### config.mk
export PLATFORM = sky130hd
export DESIGN_NAME = dual_timer_counter
export DESIGN_NICKNAME = d
export VERILOG_FILES = /design/src/rtl/dtc_pkg.sv /design/src/rtl/dtc_channel.sv /design/src/rtl/dtc_irq.sv /design/src/rtl/dual_timer_counter.sv
export SDC_FILE = /design/constraint.sdc
export NUM_CORES = 1
export LEC_CHECK = 0
export ABC_AREA = 1
export ABC_CLOCK_PERIOD_IN_PS = 3100
export BUFFER_PORTS_ARGS = -buffer_cell sky130_fd_sc_hd__buf_2
export CELL_PAD_IN_SITES_DETAIL_PLACEMENT = 1
export CELL_PAD_IN_SITES_GLOBAL_PLACEMENT = 1
export CORE_ASPECT_RATIO = 1.2
export CORE_MARGIN = 2
export CORE_UTILIZATION = 35
export CTS_CLUSTER_SIZE = 12
export DETAILED_ROUTE_END_ITERATION = 7
export MAX_ROUTING_LAYER = met4
export PLACE_DENSITY_LB_ADDON = 0.25
export SETUP_SLACK_MARGIN = 0.3
export SLEW_MARGIN = 10
export SYNTH_ARGS = -nofsm -noshare
export SYNTH_HDL_FRONTEND = slang
export SYNTH_HIERARCHICAL = 1
export SYNTH_SLANG_ARGS = --single-unit
### constraint.sdc
create_clock -name clk -period 3.1 [get_ports clk]
set_input_delay 0.465 -clock clk [delete_from_list [all_inputs] [get_ports clk]]
set_output_delay 0.465 -clock clk [all_outputs]
set_load 0.01 [all_outputs]
### src/rtl/dtc_pkg.sv
package dtc_pkg;
  localparam int CTRL_W   = 11;
  localparam int B_MODE   = 0;
  localparam int B_DOWN   = 1;
  localparam int B_GENOUT = 2;
  localparam int B_CAPT   = 3;
  localparam int B_RELOAD = 4;
  localparam int B_LOAD   = 5;
  localparam int B_IE     = 6;
  localparam int B_EN     = 7;
  localparam int B_STAT   = 8;
  localparam int B_PWM    = 9;
  localparam int B_ALL    = 10;
  localparam logic [1:0] REG_CTRL  = 2'd0;
  localparam logic [1:0] REG_LOAD  = 2'd1;
  localparam logic [1:0] REG_COUNT = 2'd2;
endpackage

### src/rtl/dtc_channel.sv
module dtc_channel
  import dtc_pkg::*;
#(
  parameter int W = 32
) (
  input  logic              clk,
  input  logic              rst_n,
  input  logic              csr_wr,
  input  logic              load_wr,
  input  logic              force_en,
  input  logic [W-1:0]      wdata,
  output logic [CTRL_W-1:0] ctrl_o,
  output logic [W-1:0]      load_o,
  output logic [W-1:0]      count_o,
  output logic              expire_o
);
  localparam logic [W-1:0] ALL_ONES = '1;

  logic [CTRL_W-1:0] ctrl_q, ctrl_d;
  logic [W-1:0]      load_q, count_q;
  logic              hold_ld, run, down, reload;

  function automatic logic [W-1:0] step(input logic [W-1:0] c, input logic dn);
    return dn ? c - W'(1) : c + W'(1);
  endfunction

  function automatic logic at_terminal(input logic [W-1:0] c, input logic dn);
    return dn ? (c == '0) : (c == ALL_ONES);
  endfunction

  assign hold_ld  = ctrl_q[B_LOAD];
  assign run      = ctrl_q[B_EN];
  assign down     = ctrl_q[B_DOWN];
  assign reload   = ctrl_q[B_RELOAD];
  assign expire_o = !hold_ld && run && at_terminal(count_q, down);

  always_comb begin
    ctrl_d = ctrl_q;
    if (csr_wr) begin
      ctrl_d         = wdata[CTRL_W-1:0];
      ctrl_d[B_STAT] = ctrl_q[B_STAT] & ~wdata[B_STAT];
    end else if (expire_o && !reload) begin
      ctrl_d[B_EN] = 1'b0;
    end
    if (expire_o) ctrl_d[B_STAT] = 1'b1;
    if (force_en) ctrl_d[B_EN] = 1'b1;
  end

  always_ff @(posedge clk or negedge rst_n) begin
    if (!rst_n) begin
      ctrl_q  <= '0;
      load_q  <= '0;
      count_q <= '0;
    end else begin
      ctrl_q <= ctrl_d;
      if (load_wr) load_q <= wdata;
      if (hold_ld) begin
        count_q <= load_q;
      end else if (run) begin
        if (expire_o) begin
          if (reload) count_q <= load_q;
        end else begin
          count_q <= step(count_q, down);
        end
      end
    end
  end

  assign ctrl_o  = ctrl_q;
  assign load_o  = load_q;
  assign count_o = count_q;
endmodule

### src/rtl/dtc_irq.sv
module dtc_irq #(
  parameter int N = 2
) (
  input  logic [N-1:0] status,
  input  logic [N-1:0] ie,
  output logic         irq
);
  assign irq = |(status & ie);
endmodule

### src/rtl/dual_timer_counter.sv
module dual_timer_counter
  import dtc_pkg::*;
#(
  parameter  int W      = 32,
  parameter  int N_TMR  = 2,
  localparam int BANK_W = (N_TMR > 1) ? $clog2(N_TMR) : 1,
  localparam int ADDR_W = 4 + BANK_W
) (
  input  logic              clk,
  input  logic              rst_n,
  input  logic              bus_wr,
  input  logic [ADDR_W-1:0] bus_addr,
  input  logic [W-1:0]      bus_wdata,
  output logic [W-1:0]      bus_rdata,
  output logic              irq_out
);
  logic [BANK_W-1:0] bank;
  logic [1:0]        regsel;
  logic              aligned, any_all_set;

  logic [N_TMR-1:0][CTRL_W-1:0] tmr_ctrl;
  logic [N_TMR-1:0][W-1:0]      tmr_load, tmr_count;
  logic [N_TMR-1:0] tmr_expire, tmr_csr_wr, tmr_load_wr;
  logic [N_TMR-1:0] tmr_en, tmr_ld, tmr_ie, tmr_status, tmr_reload;

  assign bank        = bus_addr[ADDR_W-1:4];
  assign regsel      = bus_addr[3:2];
  assign aligned     = (bus_addr[1:0] == 2'b00) && (int'(bank) < N_TMR);
  assign any_all_set = bus_wr && aligned && (regsel == REG_CTRL) && bus_wdata[B_ALL];

  for (genvar i = 0; i < N_TMR; i++) begin : g_tmr
    assign tmr_csr_wr[i]  = bus_wr && aligned && (int'(bank) == i) && (regsel == REG_CTRL);
    assign tmr_load_wr[i] = bus_wr && aligned && (int'(bank) == i) && (regsel == REG_LOAD);

    dtc_channel #(.W(W)) i_chan (
      .clk      (clk),
      .rst_n    (rst_n),
      .csr_wr   (tmr_csr_wr[i]),
      .load_wr  (tmr_load_wr[i]),
      .force_en (any_all_set),
      .wdata    (bus_wdata),
      .ctrl_o   (tmr_ctrl[i]),
      .load_o   (tmr_load[i]),
      .count_o  (tmr_count[i]),
      .expire_o (tmr_expire[i])
    );

    assign tmr_en[i]     = tmr_ctrl[i][B_EN];
    assign tmr_ld[i]     = tmr_ctrl[i][B_LOAD];
    assign tmr_ie[i]     = tmr_ctrl[i][B_IE];
    assign tmr_status[i] = tmr_ctrl[i][B_STAT];
    assign tmr_reload[i] = tmr_ctrl[i][B_RELOAD];
  end

  dtc_irq #(.N(N_TMR)) i_irq (
    .status (tmr_status),
    .ie     (tmr_ie),
    .irq    (irq_out)
  );

  always_comb begin
    bus_rdata = '0;
    if (aligned) begin
      case (regsel)
        REG_CTRL:  bus_rdata = W'(tmr_ctrl[bank]);
        REG_LOAD:  bus_rdata = tmr_load[bank];
        REG_COUNT: bus_rdata = tmr_count[bank];
        default:   bus_rdata = '0;
      endcase
    end
  end
endmodule

==> results of run 1 <==
==> sequential cells by signal (all words and copies together) (netlist names) <==
name                  count
g_tmr.i_chan/count_o     64
g_tmr.i_chan/ctrl_o      22
g_tmr.i_chan/load_o      64
==> power by group through the flow <==
stage,Sequential [W],Combinational [W],Clock (W)
6_report,0.00377,0.0101,0.00204
5_1_grt,0.00388,0.0115,0.00215
4_1_cts,0.00376,0.0101,0.00209
3_5_place_dp,0.00380,0.0101,0
3_3_place_gp,0.00376,0.00988,0
2_1_floorplan,0.00333,0.00736,0
==> worst max-delay path: cells and delay by family, from the launching register on <==
family / cells / cell delay [ns]
fa+ha+maj: 1 / 0.40
buf+inv: 2 / 0.25
simple gates: 10 / 1.43
flops: 1 / 0.40
==> final cells by class <==
class	instances	share of cell area, %
clock buffers	17	2.80
repair buffers	96	4.04
well taps	526	4.33
clock inverters	15	0.897
inverters	392	9.69
multi-input cells	1701	53.5
diodes	2	0.0329
flip-flops and latches	150	24.7
==> metrics by stage <==
stage | instance area [um^2] | cells | total power, W
final | 15200 | 2899 | 0.0159
after global routing | 15200 | 2899 | 0.0175
after CTS | 15200 | 2897 | 0.0160
after detailed placement | 14600 | 2864 | 0.0139
after global placement | 14600 | 2864 | 0.0136
after floorplan | 13800 | 2305 | 0.0107
==> timing repair <==
action                     CTS  global route
hold endpoints to repair    42             0
hold buffers                 1             0
setup endpoints to repair    0             0
==> routing by layer <==
metal,track usage [%],vias to the layer above,part of all wire (%)
met1,34.2,6790,46
met3,2.37,73,2.0
met4,10.1,0,3.5
met2,45.1,177,49
li1,-,7182,-
met5,-,-,0
==> final timing paths <==
| kind | cells past startpoint | from | end | slack [ns] |
|---|---|---|---|---|
| worst max-delay path | 13 | g_tmr[1].i_chan/ctrl_o[1]$_DFFE_PN0P_ | g_tmr[1].i_chan/count_o[19]$_DFFE_PN0P_ | 0.47 |
| worst min-delay path | 3 | bus_wdata[22] | g_tmr[1].i_chan/load_o[22]$_DFFE_PN0P_ | 0.25 |
| worst max register to register | 13 | g_tmr[1].i_chan/ctrl_o[1]$_DFFE_PN0P_ | g_tmr[1].i_chan/count_o[19]$_DFFE_PN0P_ | 0.47 |
| worst min register to register | 2 | g_tmr[1].i_chan/ctrl_o[10]$_DFFE_PN0P_ | g_tmr[1].i_chan/ctrl_o[10]$_DFFE_PN0P_ | 0.48 |
| max in group asynchronous | 3 | rst_n | g_tmr[0].i_chan/load_o[30]$_DFFE_PN0P_ | 1.71 |
| min in group asynchronous | 2 | rst_n | g_tmr[0].i_chan/ctrl_o[3]$_DFFE_PN0P_ | 0.50 |
==> results_tabular.tex, run 1 <==
\begin{tabular}{lr}
\hline
Metric & Value \\
\hline
\multicolumn{2}{l}{\textbf{Finish}} \\
Area overhead of the layout relative to synthesis & 10.3\% \\
Ratio of cells with drive above 1 in the final layout & 8.73\% \\
Sequential Area & 3750 um\^{}2 \\
Multi-input gate area in the final layout & 8140 um\^{}2 \\
Most frequent cells in the layout & sky130\_fd\_sc\_hd\_\_nand2\_1, sky130\_fd\_sc\_hd\_\_inv\_1, sky130\_fd\_sc\_hd\_\_nor2\_1 \\
Number of filler cells placed in the layout & 5,338 \\
Post-layout utilization of the core & 39.1\% \\
Post-layout net count & 2,460 \\
Most frequent standard cell in the layout excluding fill and tap cells & sky130\_fd\_sc\_hd\_\_nand2\_1 \\
\multicolumn{2}{l}{\textbf{STA}} \\
Final clock skew & 0.0122 ns \\
Share of the cycle needed by the critical path after routing & 84.8\% \\
Maximum clock frequency & 0.380 GHz \\
Hold Worst Slack & 0.254 ns \\
Crit path setup slack, layout & 0.471 ns \\
RSZ-0062 raised after global routing & no \\
Headroom to the max-slew limit & 50.6\% \\
Accumulated negative setup slack & 0 ns \\
Least-Margin Pin Slew & 0.740 ns \\
Number of endpoints failing setup at the final stage & 0 \\
Max-slew violation count & 0 \\
Final hold viol count & 0 \\
Post-layout minimum cycle time & 2.63 ns \\
\multicolumn{2}{l}{\textbf{Power and ir drop}} \\
Relative contribution of combinational cells to total power & 63.4\% \\
Relative contribution of the clock network to total power & 12.8\% \\
Power spent charging and discharging nets & 0.00879 W \\
Internal power summed over all cells & 0.00708 W \\
Switching part of the total & 55.4\% \\
Pwr/cell area & 1040 nW/um\^{}2 \\
Static leakage & 8.52 nW \\
Sequential share of power & 23.8\% \\
Worst IR Drop VDD & 422 uV \\
\multicolumn{2}{l}{\textbf{Run status}} \\
Outcome & finished, final reports clean \\
\multicolumn{2}{l}{\textbf{Worst setup path}} \\
Highest-delay cell along the critical path & sky130\_fd\_sc\_hd\_\_dfrtp\_1 \\
Max Fanout on Critical Path & 36 \\
Cell occurring most often along the worst timing path & sky130\_fd\_sc\_hd\_\_nand2\_1 \\
Type of the worst setup path & reg -> reg \\
Critical path required time & 3.44 ns \\
Category of the worst setup path launch point & register \\
Worst setup EP type & register \\
Data arrival, critical path & 2.97 ns \\
CP max stage delay & 0.40 ns \\
Cell breakdown of the critical path & buf\_12 -> ha\_1 -> nand2\_1 -> nor2\_1 -> inv\_1 -> nor2\_1 -> nand4\_1 -> nand3\_1 -> nand2\_1 -> nand2\_1 -> nand2\_2 -> nand3\_2 -> nand2\_1 \\
\multicolumn{2}{l}{\textbf{Synthesis}} \\
Synth Cell Area & 13,800 um\^{}2 \\
Post-Synthesis Mean Instance Area & 5.98 um\^{}2 \\
Net count after synthesis & 2,407 \\
Synth warn & 6 \\
Number of instances in the synthesized netlist & 2,305 \\
\multicolumn{2}{l}{\textbf{Routing}} \\
WL final & 52,200 um \\
DRC viols & 0 \\
Average vias per placed instance & 4.91 \\
Total via count after detailed routing & 14,200 \\
First-pass detailed-route iteration total & 4 \\
Remaining antenna violation count & 0 \\
DRT iter0 DRCs & 839 \\
Average routed wire per standard cell & 18.0 um \\
\multicolumn{2}{l}{\textbf{CTS}} \\
Buffers from clock root to sink, at most & 2 \\
CTS Root Buffer Type & sky130\_fd\_sc\_hd\_\_clkbuf\_16 \\
Clock sink total & 150 \\
Total clock buffers created by CTS & 17 \\
Setup bufs post-CTS & 0 \\
Clock latency on the worst-skew pair & 0.46 ns \\
Resized cells post-CTS & 0 \\
CTS tree & built \\
Number of H-tree levels & 4 \\
Clock slew seen by the registers of the worst setup and hold paths & 0.07 ns \\
\multicolumn{2}{l}{\textbf{GRT}} \\
Global-route wire length before repair & 83,800 um \\
Overflow after GRT & 0 \\
All-layer global routing usage & 27.2\% \\
Initial antenna violation count & 2 \\
Pin count of the biggest net entering global routing & 118 \\
Number of global-route vias before repair & 14,900 \\
\multicolumn{2}{l}{\textbf{Floorplan}} \\
Width of the chip & 185 um \\
Placement row count & 79 \\
Die height & 221 um \\
Die Footprint & 41,000 um\^{}2 \\
Initial standard-cell utilization of the core & 35.5\% \\
Top-Level Pins & 73 \\
Area of the core region & 38,800 um\^{}2 \\
\multicolumn{2}{l}{\textbf{Hold path}} \\
Worst min-delay path class & in -> reg \\
\multicolumn{2}{l}{\textbf{Placed design}} \\
Total half-perimeter wirelength after legalization and detailed placement & 42,500 um \\
Routability congestion estimate & 0.998 \\
Pre-CTS setup slack & 0.422 ns \\
Count of port buffers added during placement & 72 \\
\multicolumn{2}{l}{\textbf{Flow run}} \\
Max\_cap viols & 0 \\
\hline
\end{tabular}
(Power assumes the default switching activity.)
==> run 2, diff against run 1 <==
- ABC_CLOCK_PERIOD_IN_PS: 3100 -> 2200
- clock period: 3.1 -> 2.2 ns (I/O delays scaled with it)
==> results_tabular.tex, run 2 (same netlist as run 1, synthesis figures left out) <==
\begin{tabular}{lr}
\hline
Metric & Value \\
\hline
\multicolumn{2}{l}{\textbf{Run status}} \\
Outcome & complete, but fails checks \\
Violated checks & negative setup slack \\
\multicolumn{2}{l}{\textbf{STA}} \\
Number of endpoints failing setup at the final stage & 38 (+38) \\
Share of the cycle needed by the critical path after routing & 111\% (+26 points) \\
Least-Margin Pin Slew & 0.789 ns (+0.0494 ns) \\
Maximum clock frequency & 0.411 GHz (+8.1\%) \\
Final hold viol count & 0 (unchanged) \\
Headroom to the max-slew limit & 47.3\% (-3.3 points) \\
Crit path setup slack, layout & -0.231 ns (-0.702 ns) \\
Final clock skew & 0.0113 ns (-0.000856 ns) \\
RSZ-0062 raised after global routing & yes \\
Hold Worst Slack & 0.126 ns (-0.128 ns) \\
Post-layout minimum cycle time & 2.43 ns (-0.198 ns) \\
Max-slew violation count & 0 (unchanged) \\
\multicolumn{2}{l}{\textbf{Finish}} \\
Sequential Area & 3770 um\^{}2 (+0.33\%) \\
Number of filler cells placed in the layout & 5,047 (-5.5\%) \\
Most frequent standard cell in the layout excluding fill and tap cells & sky130\_fd\_sc\_hd\_\_nand2\_1 \\
Post-layout net count & 2,703 (+9.9\%) \\
Ratio of cells with drive above 1 in the final layout & 31.1\% (+22 points) \\
Inserted Diodes & 0 (-2) \\
Most frequent cells in the layout & sky130\_fd\_sc\_hd\_\_nand2\_1, sky130\_fd\_sc\_hd\_\_inv\_1, sky130\_fd\_sc\_hd\_\_buf\_4 \\
Finished Cell Area & 19,500 um\^{}2 (+28\%) \\
Multi-input gate area in the final layout & 10,100 um\^{}2 (+24\%) \\
Area overhead of the layout relative to synthesis & 41.4\% \\
\multicolumn{2}{l}{\textbf{Worst setup path}} \\
Category of the worst setup path launch point & register \\
Data arrival, critical path & 2.77 ns (-0.20 ns) \\
Worst setup EP type & register \\
Critical path required time & 2.54 ns (-0.90 ns) \\
Max Fanout on Critical Path & 8 (-78\%) \\
Type of the worst setup path & reg -> reg \\
\multicolumn{2}{l}{\textbf{Floorplan}} \\
Placement row count & 79 (unchanged) \\
Top-Level Pins & 73 (unchanged) \\
Die height & 221 um (unchanged) \\
Die Footprint & 41,000 um\^{}2 (unchanged) \\
Initial standard-cell utilization of the core & 35.5\% (unchanged) \\
Area of the core region & 38,800 um\^{}2 (unchanged) \\
Width of the chip & 185 um (unchanged) \\
\multicolumn{2}{l}{\textbf{Placed design}} \\
Routability congestion estimate & 0.957 (-4.1\%) \\
Total half-perimeter wirelength after legalization and detailed placement & 45,000 um (+5.8\%) \\
Post-detailed-placement cell area & 16,400 um\^{}2 (+12\%) \\
Count of port buffers added during placement & 72 (unchanged) \\
\multicolumn{2}{l}{\textbf{CTS}} \\
Clock sink total & 150 (unchanged) \\
CTS Root Buffer Type & sky130\_fd\_sc\_hd\_\_clkbuf\_16 \\
Total clock buffers created by CTS & 17 (unchanged) \\
Buffers from clock root to sink, at most & 2 (unchanged) \\
CTS tree & built \\
Clock latency on the worst-skew pair & 0.45 ns (about the same) \\
Number of H-tree levels & 4 (unchanged) \\
Clock slew seen by the registers of the worst setup and hold paths & 0.07 ns (about the same) \\
\multicolumn{2}{l}{\textbf{GRT}} \\
All-layer global routing usage & 29.2\% (+2.0 points) \\
Global-route wire length before repair & 90,100 um (+7.6\%) \\
Pin count of the biggest net entering global routing & 61 (-48\%) \\
Initial antenna violation count & 0 (-2) \\
Overflow after GRT & 0 (unchanged) \\
Number of global-route vias before repair & 16,400 (+10\%) \\
\multicolumn{2}{l}{\textbf{Power and ir drop}} \\
Relative contribution of the clock network to total power & 10.5\% (-2.3 points) \\
Static leakage & 10.2 nW (+20\%) \\
Relative contribution of combinational cells to total power & 73.4\% (+10 points) \\
Pwr/cell area & 1610 nW/um\^{}2 (+55\%) \\
Internal power summed over all cells & 0.0157 W (+120\%) \\
Switching part of the total & 50.0\% (-5.4 points) \\
Power spent charging and discharging nets & 0.0157 W (+79\%) \\
Sequential share of power & 16.0\% (-7.8 points) \\
Worst IR Drop VDD & 831 uV (+97\%) \\
\multicolumn{2}{l}{\textbf{Routing}} \\
Total via count after detailed routing & 15,900 (+12\%) \\
Remaining antenna violation count & 0 (unchanged) \\
First-pass detailed-route iteration total & 5 (+1) \\
DRC viols & 0 (unchanged) \\
Average routed wire per standard cell & 19.5 um (+8.2\%) \\
Average vias per placed instance & 5.07 (+3.3\%) \\
DRT iter0 DRCs & 969 (+15\%) \\
WL final & 61,200 um (+17\%) \\
\multicolumn{2}{l}{\textbf{Hold path}} \\
Worst min-delay path class & in -> reg \\
\multicolumn{2}{l}{\textbf{Flow run}} \\
Max\_cap viols & 0 (unchanged) \\
\hline
\end{tabular}
==> run 2: cell count changes in the layout (fill, tap and decap cells not counted), moves of 50 or more <==
cell,before,now
sky130_fd_sc_hd__nand2_2,30,140
sky130_fd_sc_hd__nor2_1,161,95
sky130_fd_sc_hd__ha_1,60,9
sky130_fd_sc_hd__ha_4,0,50
sky130_fd_sc_hd__buf_4,19,204
sky130_fd_sc_hd__nand2_1,988,849
==> run 2: cell type report <==
| class | instances | share of cell area, % |
|---|---|---|
| Multi-Input combinational cell | 1704 | 51.9 |
| Sequential cell | 150 | 19.3 |
| Timing Repair Buffer | 336 | 14.4 |
| Inverter | 392 | 7.67 |
| Tap cell | 526 | 3.38 |
| Clock buffer | 20 | 2.29 |
| Clock inverter | 12 | 1.04 |
==> run 2: repair_timing <==
action | 4_1_cts | 5_1_grt
pin swaps | 23 | 68
gates resized for setup | 192 | 293
gates cloned | 2 | 4
hold endpoints to repair | 56 | 0
hold buffers | 1 | 0
setup buffers | 6 | 16
endpoints found under the setup margin | 97 | 97
==> run 2: stage by stage <==
stage | worst slack [ns] | power, W | utilization (%) | std cells | TNS (ns)
6_report | -0.231 | 0.0315 | 50.2 | 3140 | -2.79
4_1_cts | -0.137 | 0.0280 | 46.5 | 3120 | -1.68
3_5_place_dp | -0.288 | 0.0227 | 42.3 | 3079 | -6.79
3_3_place_gp | -0.252 | 0.0221 | 42.3 | 3079 | -4.92
2_1_floorplan | 0.158 | 0.0151 | - | 2305 | 0
5_1_grt | -0.308 | 0.0338 | 50.2 | 3140 | -7.32
==> run 2: worst paths after layout <==
check / cells past startpoint / slack, ns / to / start
worst max-delay path: 13 / -0.23 / g_tmr[0].i_chan/count_o[20]$_DFFE_PN0P_ / g_tmr[0].i_chan/ctrl_o[1]$_DFFE_PN0P_
worst min-delay path: 3 / 0.13 / g_tmr[0].i_chan/load_o[16]$_DFFE_PN0P_ / bus_wdata[16]
worst max register to register: 13 / -0.23 / g_tmr[0].i_chan/count_o[20]$_DFFE_PN0P_ / g_tmr[0].i_chan/ctrl_o[1]$_DFFE_PN0P_
worst min register to register: 2 / 0.47 / g_tmr[1].i_chan/ctrl_o[9]$_DFFE_PN0P_ / g_tmr[1].i_chan/ctrl_o[9]$_DFFE_PN0P_
max in group asynchronous: 3 / 1.02 / g_tmr[0].i_chan/count_o[30]$_DFFE_PN0P_ / rst_n
min in group asynchronous: 2 / 0.44 / g_tmr[0].i_chan/ctrl_o[2]$_DFFE_PN0P_ / rst_n
==> run 2: worst max-delay path: stages, from the launching register on <==
cell and delay (ns):
sky130_fd_sc_hd__dfrtp_4 0.57, sky130_fd_sc_hd__clkbuf_16 0.23, sky130_fd_sc_hd__ha_4 0.32, sky130_fd_sc_hd__nand2_4 0.09
sky130_fd_sc_hd__buf_6 0.13, sky130_fd_sc_hd__nor2_4 0.20, sky130_fd_sc_hd__buf_6 0.15, sky130_fd_sc_hd__nand4_1 0.17
sky130_fd_sc_hd__nand3_2 0.11, sky130_fd_sc_hd__nand2_1 0.07, sky130_fd_sc_hd__nand2_2 0.08, sky130_fd_sc_hd__nand2_2 0.07
sky130_fd_sc_hd__nand3_2 0.07, sky130_fd_sc_hd__nand2_1 0.05
==> run 2: power groups by stage <==
stage / registers [W] / clock network [W] / logic, W
after floorplan: 0.00472 / 0 / 0.0104
after global placement: 0.00480 / 0 / 0.0173
after detailed placement: 0.00484 / 0 / 0.0178
after CTS: 0.00486 / 0.00337 / 0.0198
after global routing: 0.00515 / 0.00347 / 0.0252
final: 0.00505 / 0.00331 / 0.0231
==> run 2: routing by layer <==
metal,track usage [%],part of all wire [%]
met1,34.7,41
met3,2.40,2.6
met2,50.8,51
met4,11.2,4.8
met5,-,0
==> run 3, diff against run 2 <==
- CORE_UTILIZATION: 35 -> 40
==> results_tabular.tex, run 3 (same netlist as run 1, synthesis figures left out) <==
\begin{tabular}{lr}
\hline
Metric & Value \\
\hline
\multicolumn{2}{l}{\textbf{GRT}} \\
Initial antenna violation count & 2 (+2) \\
Global-route wire length before repair & 99,200 um (+10\%) \\
Number of global-route vias before repair & 17,800 (+8.0\%) \\
Pin count of the biggest net entering global routing & 61 (unchanged) \\
Overflow after GRT & 0 (unchanged) \\
All-layer global routing usage & 36.4\% (+7.2 points) \\
\multicolumn{2}{l}{\textbf{Worst setup path}} \\
CP max stage delay & 0.56 ns (about the same) \\
Worst setup EP type & register \\
Cell occurring most often along the worst timing path & sky130\_fd\_sc\_hd\_\_nand2\_1 \\
Cell breakdown of the critical path & buf\_12 -> buf\_6 -> ha\_4 -> buf\_6 -> nand2\_1 -> nor2\_1 -> nand3\_1 -> nand3\_4 -> nand2\_2 -> nand3\_2 -> nand2\_1 -> nand2\_1 -> nand2\_2 -> nand3\_2 -> nand2\_1 \\
Category of the worst setup path launch point & register \\
Highest-delay cell along the critical path & sky130\_fd\_sc\_hd\_\_dfrtp\_4 \\
Critical path required time & 2.54 ns (about the same) \\
Data arrival, critical path & 2.87 ns (+0.10 ns) \\
Max Fanout on Critical Path & 7 (-1) \\
Type of the worst setup path & reg -> reg \\
\multicolumn{2}{l}{\textbf{STA}} \\
Headroom to the max-slew limit & 65.8\% (+18 points) \\
Share of the cycle needed by the critical path after routing & 115\% (+4.6 points) \\
Post-layout minimum cycle time & 2.53 ns (+0.102 ns) \\
Max-slew violation count & 0 (unchanged) \\
Maximum clock frequency & 0.395 GHz (-4.0\%) \\
Accumulated negative setup slack & -11.65 ns (-8.86 ns) \\
RSZ-0062 raised after global routing & yes \\
Number of endpoints failing setup at the final stage & 65 (+71\%) \\
Final hold viol count & 0 (unchanged) \\
Crit path setup slack, layout & -0.333 ns (-0.102 ns) \\
Final clock skew & 0.00870 ns (-0.00262 ns) \\
Least-Margin Pin Slew & 0.513 ns (-0.276 ns) \\
\multicolumn{2}{l}{\textbf{Routing}} \\
DRT iter0 DRCs & 1,573 (+62\%) \\
First-pass detailed-route iteration total & 6 (+1) \\
Total via count after detailed routing & 18,500 (+16\%) \\
WL final & 83,400 um (+36\%) \\
Average routed wire per standard cell & 26.3 um (+35\%) \\
Average vias per placed instance & 5.83 (+15\%) \\
DRC viols & 0 (unchanged) \\
Remaining antenna violation count & 0 (unchanged) \\
\multicolumn{2}{l}{\textbf{Floorplan}} \\
Top-Level Pins & 73 (unchanged) \\
Die Footprint & 36,000 um\^{}2 (-12\%) \\
Initial standard-cell utilization of the core & 40.6\% (+5.1 points) \\
Placement row count & 74 (-6.3\%) \\
Die height & 207 um (-6.3\%) \\
Area of the core region & 34,000 um\^{}2 (-13\%) \\
Width of the chip & 173 um (-6.3\%) \\
\multicolumn{2}{l}{\textbf{Finish}} \\
Ratio of cells with drive above 1 in the final layout & 45.2\% (+14 points) \\
Most frequent standard cell in the layout excluding fill and tap cells & sky130\_fd\_sc\_hd\_\_nand2\_1 \\
Most frequent cells in the layout & sky130\_fd\_sc\_hd\_\_nand2\_1, sky130\_fd\_sc\_hd\_\_inv\_1, sky130\_fd\_sc\_hd\_\_nand2\_2 \\
Finished Cell Area & 21,800 um\^{}2 (+12\%) \\
Area overhead of the layout relative to synthesis & 58.4\% \\
Post-layout net count & 2,798 (+3.5\%) \\
\multicolumn{2}{l}{\textbf{Hold path}} \\
Worst min-delay path class & in -> reg \\
\multicolumn{2}{l}{\textbf{CTS}} \\
Clock latency on the worst-skew pair & 0.46 ns (about the same) \\
Number of H-tree levels & 4 (unchanged) \\
Buffers from clock root to sink, at most & 2 (unchanged) \\
CTS tree & built \\
Clock sink total & 150 (unchanged) \\
Clock slew seen by the registers of the worst setup and hold paths & 0.07 ns (about the same) \\
CTS Root Buffer Type & sky130\_fd\_sc\_hd\_\_clkbuf\_16 \\
Total clock buffers created by CTS & 17 (unchanged) \\
\multicolumn{2}{l}{\textbf{Power and ir drop}} \\
Worst IR Drop VDD & 1260 uV (+52\%) \\
Static leakage & 11.2 nW (+9.9\%) \\
Pwr/cell area & 1800 nW/um\^{}2 (+11\%) \\
\multicolumn{2}{l}{\textbf{Placed design}} \\
Count of port buffers added during placement & 72 (unchanged) \\
Routability congestion estimate & 0.983 (+2.7\%) \\
Total half-perimeter wirelength after legalization and detailed placement & 44,600 um (-0.81\%) \\
Post-detailed-placement cell area & 16,400 um\^{}2 (-0.33\%) \\
Pre-CTS setup slack & -0.495 ns (-0.207 ns) \\
\multicolumn{2}{l}{\textbf{Run status}} \\
Outcome & complete, but fails checks \\
Violated checks & negative setup slack \\
\multicolumn{2}{l}{\textbf{Flow run}} \\
Max\_cap viols & 0 (unchanged) \\
\hline
\end{tabular}
-- run 3: changes by cell type in the layout (fill, tap and decap cells not counted), sizes merged --
cell	delta
buf	+90
clkinvlp	+2
diode	+2
bufinv	-1
clkbuf	+1
clkinv	+1
nand2	+1
-- run 3: worst max-delay path, delay by kind of cell, from the launching register on --
| kind | cells | cell delay [ns] |
|---|---|---|
| adder cells (fa/ha/maj) | 1 | 0.29 |
| buffers and inverters | 3 | 0.44 |
| AND/OR/NAND/NOR | 11 | 1.12 |
| flip-flops | 1 | 0.56 |
-- run 3: worst paths after layout --
kind	to	cells after the start	slack, ns	startpoint
max	g_tmr[1].i_chan/count_o[25]$_DFFE_PN0P_	15	-0.33	g_tmr[1].i_chan/ctrl_o[1]$_DFFE_PN0P_
min	g_tmr[0].i_chan/load_o[21]$_DFFE_PN0P_	3	0.12	bus_wdata[21]
max reg2reg	g_tmr[1].i_chan/count_o[25]$_DFFE_PN0P_	15	-0.33	g_tmr[1].i_chan/ctrl_o[1]$_DFFE_PN0P_
min reg2reg	g_tmr[0].i_chan/ctrl_o[0]$_DFFE_PN0P_	2	0.48	g_tmr[0].i_chan/ctrl_o[0]$_DFFE_PN0P_
max in group asynchronous	g_tmr[1].i_chan/count_o[21]$_DFFE_PN0P_	3	1.02	rst_n
min in group asynchronous	g_tmr[0].i_chan/ctrl_o[0]$_DFFE_PN0P_	2	0.38	rst_n
-- run 3: final cells by class --
type / count / area, um^2
antenna: 2 / 5.00
clock buffer: 19 / 433
clock inverter: 12 / 178
fill: 4285 / 12100
inverter: 392 / 1500
multi-input combinational: 1705 / 11500
sequential: 150 / 3790
tap: 456 / 571
timing repair buffer: 428 / 3870
timing repair inverter: 2 / 16.3
-- run 3: what timing repair did --
item                                    in CTS  in global routing
resized for setup                          383                574
buffers inserted                            39                 58
cloned                                       7                  8
endpoints found under the setup margin      95                 96
hold endpoints to repair                    43                  0
pin swaps                                  133                215
hold buffers                                 1                  0
-- run 3: where the power goes --
| group | switching, W | leakage [nW] | total, W | internal, W |
|---|---|---|---|---|
| Combinational | 0.0181 | 9.22 | 0.0308 | 0.0127 |
| Sequential | 0.00144 | 1.73 | 0.00524 | 0.00381 |
| Clock | 0.00133 | 0.285 | 0.00322 | 0.00189 |
-- run 3: per-layer routing --
metal	vias to the layer above	share of wire, %	track usage (%)
met1	9107	34	39.7
met4	0	9.6	20.5
met5	-	0	-
li1	7871	-	-
met2	973	50	64.1
met3	509	6.5	4.38
-- run 3: metrics by stage --
stage	instances	hold WS [ns]	utilization [%]	total power (W)
5_1_grt	3166	0.124	64.3	0.0406
3_5_place_dp	3020	0.299	48.2	0.0229
4_1_cts	3098	0.112	56.2	0.0301
3_3_place_gp	3020	0.296	48.2	0.0223
2_1_floorplan	2305	0.0344	-	0.0151
6_report	3166	0.123	64.3	0.0393
